File: src/rtl/lf_pkg.sv
package lf_pkg;

    typedef enum logic [1:0] {
        MEM_SRAM16  = 2'd0,
        MEM_IRAM32  = 2'd1,
        MEM_SDRAM16 = 2'd2,
        MEM_SRAM16B = 2'd3
    } mem_kind_e;

    typedef enum logic [1:0] {
        ST_IDLE,
        ST_REQ,
        ST_OVH,
        ST_READ
    } fetch_st_e;

    localparam int unsigned SDRAM_LINE_OVH = 9;
    localparam int unsigned IRAM_LINE_OVH  = 1;

    function automatic logic [4:0] depth_bits(input logic [2:0] code);
        case (code)
            3'd0:    return 5'd1;
            3'd1:    return 5'd2;
            3'd2:    return 5'd4;
            3'd3:    return 5'd8;
            3'd4:    return 5'd12;
            3'd5:    return 5'd16;
            default: return 5'd24;
        endcase
    endfunction

    function automatic logic is_wide(input mem_kind_e k);
        return k == MEM_IRAM32;
    endfunction

endpackage

File: src/rtl/lf_len_calc.sv
module lf_len_calc
    import lf_pkg::*;
#(
    parameter int SEG_W   = 11,
    parameter int WORDS_W = SEG_W + 1
) (
    input  logic [SEG_W-1:0]   seg,
    input  logic [2:0]         depth,
    input  mem_kind_e          kind,
    output logic [WORDS_W-1:0] words
);
    localparam int BITS_W = SEG_W + 6;

    logic [BITS_W-1:0] line_bits;

    always_comb begin
        line_bits = BITS_W'(seg) * BITS_W'(depth_bits(depth));
        if (is_wide(kind))
            words = WORDS_W'((line_bits + BITS_W'(31)) >> 5);
        else
            words = WORDS_W'((line_bits + BITS_W'(15)) >> 4);
    end

endmodule

File: src/rtl/lf_stall_meter.sv
module lf_stall_meter #(
    parameter int W = 18
) (
    input  logic         clk,
    input  logic         rst,
    input  logic         clear,
    input  logic         active,
    input  logic         finish,
    output logic [W-1:0] stall_q,
    output logic         done_q
);
    logic [W-1:0] run_cnt;

    always_ff @(posedge clk) begin
        if (rst) begin
            run_cnt <= '0;
            stall_q <= '0;
            done_q  <= 1'b0;
        end else begin
            done_q <= finish;
            if (clear)
                run_cnt <= '0;
            else if (active)
                run_cnt <= run_cnt + W'(1);
            if (finish)
                stall_q <= run_cnt + W'(1);
        end
    end

    p_done_single_r6: assert property (@(posedge clk) disable iff (rst)
        done_q |=> !done_q);
    p_done_after_active_r6: assert property (@(posedge clk) disable iff (rst)
        done_q |-> $past(active));

endmodule

File: src/rtl/line_fetch_master.sv
module line_fetch_master
    import lf_pkg::*;
#(
    parameter int SEG_W     = 11,
    parameter int WAIT_W    = 4,
    parameter int ADDR_W    = 24,
    parameter int BLK_BYTES = 4096,
    parameter int STALL_W   = SEG_W + WAIT_W + 3
) (
    input  logic               clk,
    input  logic               rst,
    input  logic               line_start,
    input  logic [SEG_W-1:0]   seg_count,
    input  logic [2:0]         depth_code,
    input  logic [1:0]         mem_kind,
    input  logic [WAIT_W-1:0]  wait_cycles,
    input  logic [ADDR_W-1:0]  base_addr,
    input  logic               bus_grant,
    output logic               bus_req,
    output logic               mem_rd,
    output logic [ADDR_W-1:0]  mem_addr,
    input  logic [31:0]        mem_rdata,
    output logic               pix_valid,
    output logic [23:0]        pix_data,
    output logic               line_done,
    output logic [STALL_W-1:0] stall_cycles,
    output logic               overrun
);
    localparam int WORDS_W = SEG_W + 1;
    localparam int BLK_LG  = $clog2(BLK_BYTES);
    localparam int BEAT_W  = WAIT_W + 1;

    fetch_st_e           state_q;
    mem_kind_e           kind_q;
    logic [WAIT_W-1:0]   wait_q;
    logic [WORDS_W-1:0]  left_q;
    logic [WORDS_W-1:0]  words_calc;
    logic [ADDR_W-1:0]   addr_q;
    logic [ADDR_W-1:0]   addr_nxt;
    logic                xing_q;
    logic                xing_nxt;
    logic [BEAT_W-1:0]   beat_q;
    logic [BEAT_W-1:0]   beat_need;
    logic [3:0]          ovh_q;
    logic                accept;
    logic                beat_last;
    logic                finish;

    lf_len_calc #(.SEG_W(SEG_W), .WORDS_W(WORDS_W)) u_len (
        .seg   (seg_count),
        .depth (depth_code),
        .kind  (mem_kind_e'(mem_kind)),
        .words (words_calc)
    );

    always_comb begin
        accept   = line_start && (state_q == ST_IDLE);
        addr_nxt = addr_q + (is_wide(kind_q) ? ADDR_W'(4) : ADDR_W'(2));
        xing_nxt = is_wide(kind_q) &&
                   (addr_nxt[ADDR_W-1:BLK_LG] != addr_q[ADDR_W-1:BLK_LG]);
        case (kind_q)
            MEM_IRAM32:  beat_need = BEAT_W'(xing_q);
            MEM_SDRAM16: beat_need = '0;
            default:     beat_need = {1'b0, wait_q} + BEAT_W'(1);
        endcase
        beat_last = (state_q == ST_READ) && (beat_q == beat_need);
        finish    = beat_last && (left_q == WORDS_W'(1));
    end

    always_ff @(posedge clk) begin
        if (rst) begin
            state_q   <= ST_IDLE;
            kind_q    <= MEM_SRAM16;
            wait_q    <= '0;
            left_q    <= '0;
            addr_q    <= '0;
            xing_q    <= 1'b0;
            beat_q    <= '0;
            ovh_q     <= '0;
            pix_valid <= 1'b0;
            pix_data  <= '0;
            overrun   <= 1'b0;
        end else begin
            pix_valid <= 1'b0;
            if (line_start)
                overrun <= !accept;
            case (state_q)
                ST_IDLE: if (line_start) begin
                    kind_q  <= mem_kind_e'(mem_kind);
                    wait_q  <= wait_cycles;
                    addr_q  <= base_addr;
                    left_q  <= words_calc;
                    xing_q  <= 1'b0;
                    beat_q  <= '0;
                    state_q <= ST_REQ;
                end
                ST_REQ: if (bus_grant) begin
                    case (kind_q)
                        MEM_SDRAM16: begin
                            ovh_q   <= 4'(SDRAM_LINE_OVH - 1);
                            state_q <= ST_OVH;
                        end
                        MEM_IRAM32: begin
                            ovh_q   <= 4'(IRAM_LINE_OVH - 1);
                            state_q <= ST_OVH;
                        end
                        default: state_q <= ST_READ;
                    endcase
                end
                ST_OVH: begin
                    if (ovh_q == 4'd0)
                        state_q <= ST_READ;
                    else
                        ovh_q <= ovh_q - 4'd1;
                end
                ST_READ: begin
                    if (beat_last) begin
                        pix_valid <= 1'b1;
                        pix_data  <= is_wide(kind_q) ? mem_rdata[23:0]
                                                     : {8'h00, mem_rdata[15:0]};
                        beat_q    <= '0;
                        if (finish) begin
                            state_q <= ST_IDLE;
                        end else begin
                            left_q <= left_q - WORDS_W'(1);
                            addr_q <= addr_nxt;
                            xing_q <= xing_nxt;
                        end
                    end else begin
                        beat_q <= beat_q + BEAT_W'(1);
                    end
                end
                default: state_q <= ST_IDLE;
            endcase
        end
    end

    assign bus_req  = (state_q != ST_IDLE);
    assign mem_rd   = (state_q == ST_READ);
    assign mem_addr = addr_q;

    lf_stall_meter #(.W(STALL_W)) u_meter (
        .clk     (clk),
        .rst     (rst),
        .clear   (accept),
        .active  ((state_q == ST_OVH) || (state_q == ST_READ)),
        .finish  (finish),
        .stall_q (stall_cycles),
        .done_q  (line_done)
    );

    p_req_after_start_r2: assert property (@(posedge clk) disable iff (rst)
        $rose(bus_req) |-> $past(line_start));
    p_rd_needs_req_r2: assert property (@(posedge clk) disable iff (rst)
        mem_rd |-> bus_req);
    p_done_releases_r6: assert property (@(posedge clk) disable iff (rst)
        line_done |-> !bus_req);
    p_overrun_set_r7: assert property (@(posedge clk) disable iff (rst)
        (line_start && bus_req) |=> overrun);
    p_pix_from_read_r8: assert property (@(posedge clk) disable iff (rst)
        pix_valid |-> $past(mem_rd));

endmodule

File: config.mk
export PLATFORM = sky130hd
export DESIGN_NAME = line_fetch_master
export DESIGN_NICKNAME = d
export VERILOG_FILES = /design/src/rtl/lf_pkg.sv /design/src/rtl/lf_len_calc.sv /design/src/rtl/lf_stall_meter.sv /design/src/rtl/line_fetch_master.sv
export SDC_FILE = /design/constraint.sdc
export NUM_CORES = 1
export LEC_CHECK = 0
export CORE_ASPECT_RATIO = 0.9
export CORE_MARGIN = 5
export CORE_UTILIZATION = 49
export DETAILED_ROUTE_END_ITERATION = 16
export PLACE_DENSITY = 0.81
export SLEW_MARGIN = 25
export SYNTH_ARGS = -nofsm -noshare
export SYNTH_HDL_FRONTEND = slang
export SYNTH_HIERARCHICAL = 1
export SYNTH_SLANG_ARGS = --single-unit
File: constraint.sdc
create_clock -name clk -period 6.17 [get_ports clk]
set_input_delay 1.234 -clock clk [delete_from_list [all_inputs] [get_ports clk]]
set_output_delay 1.234 -clock clk [all_outputs]
set_load 0.05 [all_outputs]
==> flow_summary.html <==
<table>
<tr><th>Metric</th><th>Value</th></tr>
<tr><th colspan="2">Power and ir drop</th></tr>
<tr><td>P_sw</td><td>1690 uW</td></tr>
<tr><td>Portion of total power attributed to the clock network</td><td>24.6%</td></tr>
<tr><td>Overall power after layout</td><td>3950 uW</td></tr>
<tr><td>Proportion of power drawn by combinational gates</td><td>50.3%</td></tr>
<tr><td>Power Dens Cells</td><td>334 nW/um^2</td></tr>
<tr><td>Switching fraction of total power</td><td>42.8%</td></tr>
<tr><td>Cell-internal power</td><td>2260 uW</td></tr>
<tr><td>Leakage</td><td>0.00449 uW</td></tr>
<tr><td>Sequential cell fraction of total power</td><td>25.1%</td></tr>
<tr><td>Peak VDD IR</td><td>0.269 mV</td></tr>
<tr><th colspan="2">Worst hold path</th></tr>
<tr><td>Worst min-delay path class</td><td>reg2reg</td></tr>
<tr><th colspan="2">Timing</th></tr>
<tr><td>Period minus WS final</td><td>5.94 ns</td></tr>
<tr><td>Fin Clk Skew</td><td>0.00871 ns</td></tr>
<tr><td>Highest attainable clock frequency</td><td>168 MHz</td></tr>
<tr><td>Fin crit share</td><td>96.3%</td></tr>
<tr><td>Relative max-transition margin</td><td>43.1%</td></tr>
<tr><td>Sum of negative setup slack</td><td>0 ns</td></tr>
<tr><td>Number of endpoints with negative hold slack in the final report</td><td>0</td></tr>
<tr><td>Worst hold margin</td><td>0.451 ns</td></tr>
<tr><td>Setup violators final</td><td>0</td></tr>
<tr><td>Final Max Tran Viols</td><td>0</td></tr>
<tr><td>Tightest Pin Transition</td><td>0.848 ns</td></tr>
<tr><th colspan="2">Setup path</th></tr>
<tr><td>Critical Path RT</td><td>6.53 ns</td></tr>
<tr><td>CP Data Arrival Time</td><td>6.30 ns</td></tr>
<tr><td>Type of the setup path with the least slack</td><td>in2reg</td></tr>
<tr><td>Kind of end point of the critical path</td><td>flip-flop</td></tr>
<tr><td>Kind of start point of the critical path</td><td>primary input</td></tr>
<tr><td>Top fanout value on the critical path</td><td>8</td></tr>
<tr><th colspan="2">Detailed routing</th></tr>
<tr><td>Pre-antenna DRT Iters</td><td>6</td></tr>
<tr><td>Via density</td><td>5.84</td></tr>
<tr><td>Final antenna-violating net count</td><td>0</td></tr>
<tr><td>Routed length per instance</td><td>16.1 um</td></tr>
<tr><td>Total via count in the routed design</td><td>9264</td></tr>
<tr><td>Sum of routed wire length over all layers</td><td>25.6 mm</td></tr>
<tr><td>Number of DRC markers in iteration 0</td><td>894</td></tr>
<tr><td>Residual DRC count</td><td>0</td></tr>
<tr><th colspan="2">Clock network</th></tr>
<tr><td>Maximum buffer depth of the clock tree</td><td>2</td></tr>
<tr><td>Clock input transition at the sequential cells of the worst setup and hold paths</td><td>0.06 ns</td></tr>
<tr><td>Number of sinks handled by clock tree synthesis</td><td>117</td></tr>
<tr><td>Depth of the CTS H-tree</td><td>4</td></tr>
<tr><td>Buffer cell driving the clock tree root</td><td>clkbuf_16</td></tr>
<tr><td>Worst-Skew Late Latency</td><td>0.42 ns</td></tr>
<tr><td>Clock tree from TritonCTS</td><td>done</td></tr>
<tr><td>Number of clock buffers inserted by TritonCTS</td><td>17</td></tr>
<tr><th colspan="2">Global route</th></tr>
<tr><td>Largest net degree at the start of global routing</td><td>62</td></tr>
<tr><td>Via count of the first global-routing pass</td><td>8804</td></tr>
<tr><td>Global-route wire length before repair</td><td>42.0 mm</td></tr>
<tr><td>Combined global-route utilization of all metal layers</td><td>23.1%</td></tr>
<tr><td>Number of antenna violations at the first check in global routing</td><td>0</td></tr>
<tr><td>Total global routing overflow</td><td>0</td></tr>
<tr><th colspan="2">Synthesis</th></tr>
<tr><td>Post-synth cell types</td><td>93</td></tr>
<tr><td>Avg Inst Size Synth</td><td>7.81 sq um</td></tr>
<tr><td>Number of enable-type register cells in the synthesized netlist</td><td>0</td></tr>
<tr><td>Number of synthesis warnings</td><td>6</td></tr>
<tr><td>Synthesized instance count</td><td>1147</td></tr>
<tr><td>Synth area leaders</td><td>dfxtp_1 (26%), nand2_1 (6.4%), fa_1 (6.0%)</td></tr>
<tr><td>Top_reg_cell synth</td><td>dfxtp_1</td></tr>
<tr><td>Syn Nets</td><td>1294</td></tr>
<tr><td>Post-synthesis sequential element count</td><td>117</td></tr>
<tr><td>Sequential-to-total area share from yosys stat</td><td>26.2%</td></tr>
<tr><td>Async set or reset register ratio after synthesis</td><td>0%</td></tr>
<tr><td>Mapped cell area</td><td>8960 sq um</td></tr>
<tr><td>Area share of the largest cell type after synthesis</td><td>26.2%</td></tr>
<tr><td>Cell type with the largest total area after synthesis</td><td>dfxtp_1</td></tr>
<tr><th colspan="2">Die</th></tr>
<tr><td>I/O pin cnt</td><td>151</td></tr>
<tr><td>Overall die width</td><td>153 um</td></tr>
<tr><td>Number of rows in the core area</td><td>46</td></tr>
<tr><td>Placeable Area</td><td>17800 sq um</td></tr>
<tr><td>Die Y-Extent</td><td>138 um</td></tr>
<tr><td>Effective utilization at floorplan</td><td>50.4%</td></tr>
<tr><td>Die Footprint</td><td>21100 sq um</td></tr>
<tr><th colspan="2">Finish</th></tr>
<tr><td>Total inserted antenna cells</td><td>0</td></tr>
<tr><td>Number of filler cells placed in the layout</td><td>1390</td></tr>
<tr><td>Number of nets in the finished design</td><td>1481</td></tr>
<tr><td>Final standard cell utilization of the core</td><td>66.5%</td></tr>
<tr><td>Layout cells sized above 1</td><td>15.1%</td></tr>
<tr><td>Area growth syn-to-layout</td><td>32.1%</td></tr>
<tr><th colspan="2">Status</th></tr>
<tr><td>Result of the run</td><td>complete, no violations</td></tr>
<tr><th colspan="2">Place</th></tr>
<tr><td>RD Place Congestion</td><td>0.845</td></tr>
<tr><td>Placed wire-length estimate after detailed placement</td><td>18.2 mm</td></tr>
<tr><td>Port-buffer cells</td><td>142</td></tr>
<tr><th colspan="2">Flow run</th></tr>
<tr><td>Number of max-cap violations</td><td>0</td></tr>
</table>
==> registers in the layout, summed over array words and instances (netlist names) <==
signal           count
u_meter/done_q       1
u_meter/run_cnt     18
kind_q               2
wait_q               4
state_q              2
mem_addr            24
pix_data            24
beat_q               5
u_meter/stall_q     18
left_q              12
pix_valid            1
ovh_q                4
xing_q               1
overrun              1
==> area by class of cell <==
cell class	count	area, sq um	share of cell area, %
tap	240	300	2.54
timing repair buffer	236	2120	18.0
inverter	71	267	2.25
multi-input combinational	891	6220	52.6
clock buffer	18	429	3.63
sequential	117	2340	19.8
clock inverter	14	153	1.29
==> power by group through the flow <==
stage	sequential [uW]	combinational, uW	clock [uW]
global route	1010	2140	1010
finish	991	1990	972
floorplan	1130	1150	0
detailed placement	999	1880	0
CTS	985	1920	975
global placement	994	1840	0
==> kinds of logic (layout without fill, tap and decap cells) <==
logic type                 count (synthesis)  count (layout)  share of synthesized area (%)
AOI/OAI and AO/OA                        282             282                           21.1
xor gates and xnor gates                  51              51                           5.07
buffers and inverters                    139             339                           6.87
adders and majority gates                 67              67                           11.6
and+or+nand+nor                          475             475                           27.4
DFF                                      117             117                           26.2
muxes                                     16              16                           1.83
==> cell usage in the layout, fill, tap and decap left out, types with 36 or more instances in the layout <==
cell	instances
a21oi_1	74
and2_1	36
buf_4	94
clkdlybuf4s50_1	138
dfxtp_1	117
inv_1	71
nand2_1	152
nand3_1	43
nor2_1	84
o21ai_0	50
==> final timing paths <==
check | startpoint | to | slack (ns) | cells past startpoint
setup / recovery | depth_code[2] | left_q[10]$_SDFFE_PP0P_ | 0.23 | 21
hold / removal | pix_data[19]$_SDFFE_PP0P_ | pix_data[19]$_SDFFE_PP0P_ | 0.45 | 2
setup reg to reg | kind_q[1]$_SDFFE_PP0P_ | left_q[2]$_SDFFE_PP0P_ | 2.66 | 9
hold reg to reg | pix_data[19]$_SDFFE_PP0P_ | pix_data[19]$_SDFFE_PP0P_ | 0.45 | 2
==> critical path: stages <==
cell and delay, ns:
clkdlybuf4s15_1 0.22, mux2_4 0.34, and2_1 0.19, fa_1 0.49, fa_1 0.54, inv_1 0.05
fa_1 0.53, inv_1 0.06, ha_4 0.26, and4_2 0.23, buf_4 0.15, or4_4 0.43
nand3_4 0.09, nand4b_1 0.20, buf_4 0.15, inv_1 0.06, or4_4 0.51, a41oi_2 0.19
nand2_1 0.08, a2bb2oi_2 0.15, a32o_1 0.12
==> synthesized netlist by cell type, types with 31 or more instances <==
master	count
o21ai_0	54
inv_1	71
nor2_1	87
nand2_1	153
nor3_1	31
ha_1	40
and2_1	36
clkbuf_1	36
dfxtp_1	117
a21oi_1	78
nand3_1	45
==> metrics by stage <==
step                      area [sq um]  instances  worst slack [ns]
after global routing             11800       1587           -0.0283
after CTS                        11700       1585           0.00137
after floorplan                   9020       1147            0.0190
after detailed placement         11100       1553            -0.572
after global placement           11100       1553            -0.497
final                            11800       1587             0.229
==> per-layer routing <==
layer  vias up  GRT usage (%)  wire length [um]
li1       4460              -                 -
met1      4405           30.3             11200
met2       351           38.5             12100
met3        48           4.71              1810
met4         0           7.13               511
met5         -              0                 0
==> what timing repair did <==
action | in CTS | in global routing
pin swaps | 1 | 8
hold buffers | 0 | 0
setup buffers | 0 | 2
endpoints found under the setup margin | 6 | 8
hold endpoints to repair | 0 | 0
gates resized for setup | 16 | 27
No activity file was read; power rests on OpenSTA's default activity.
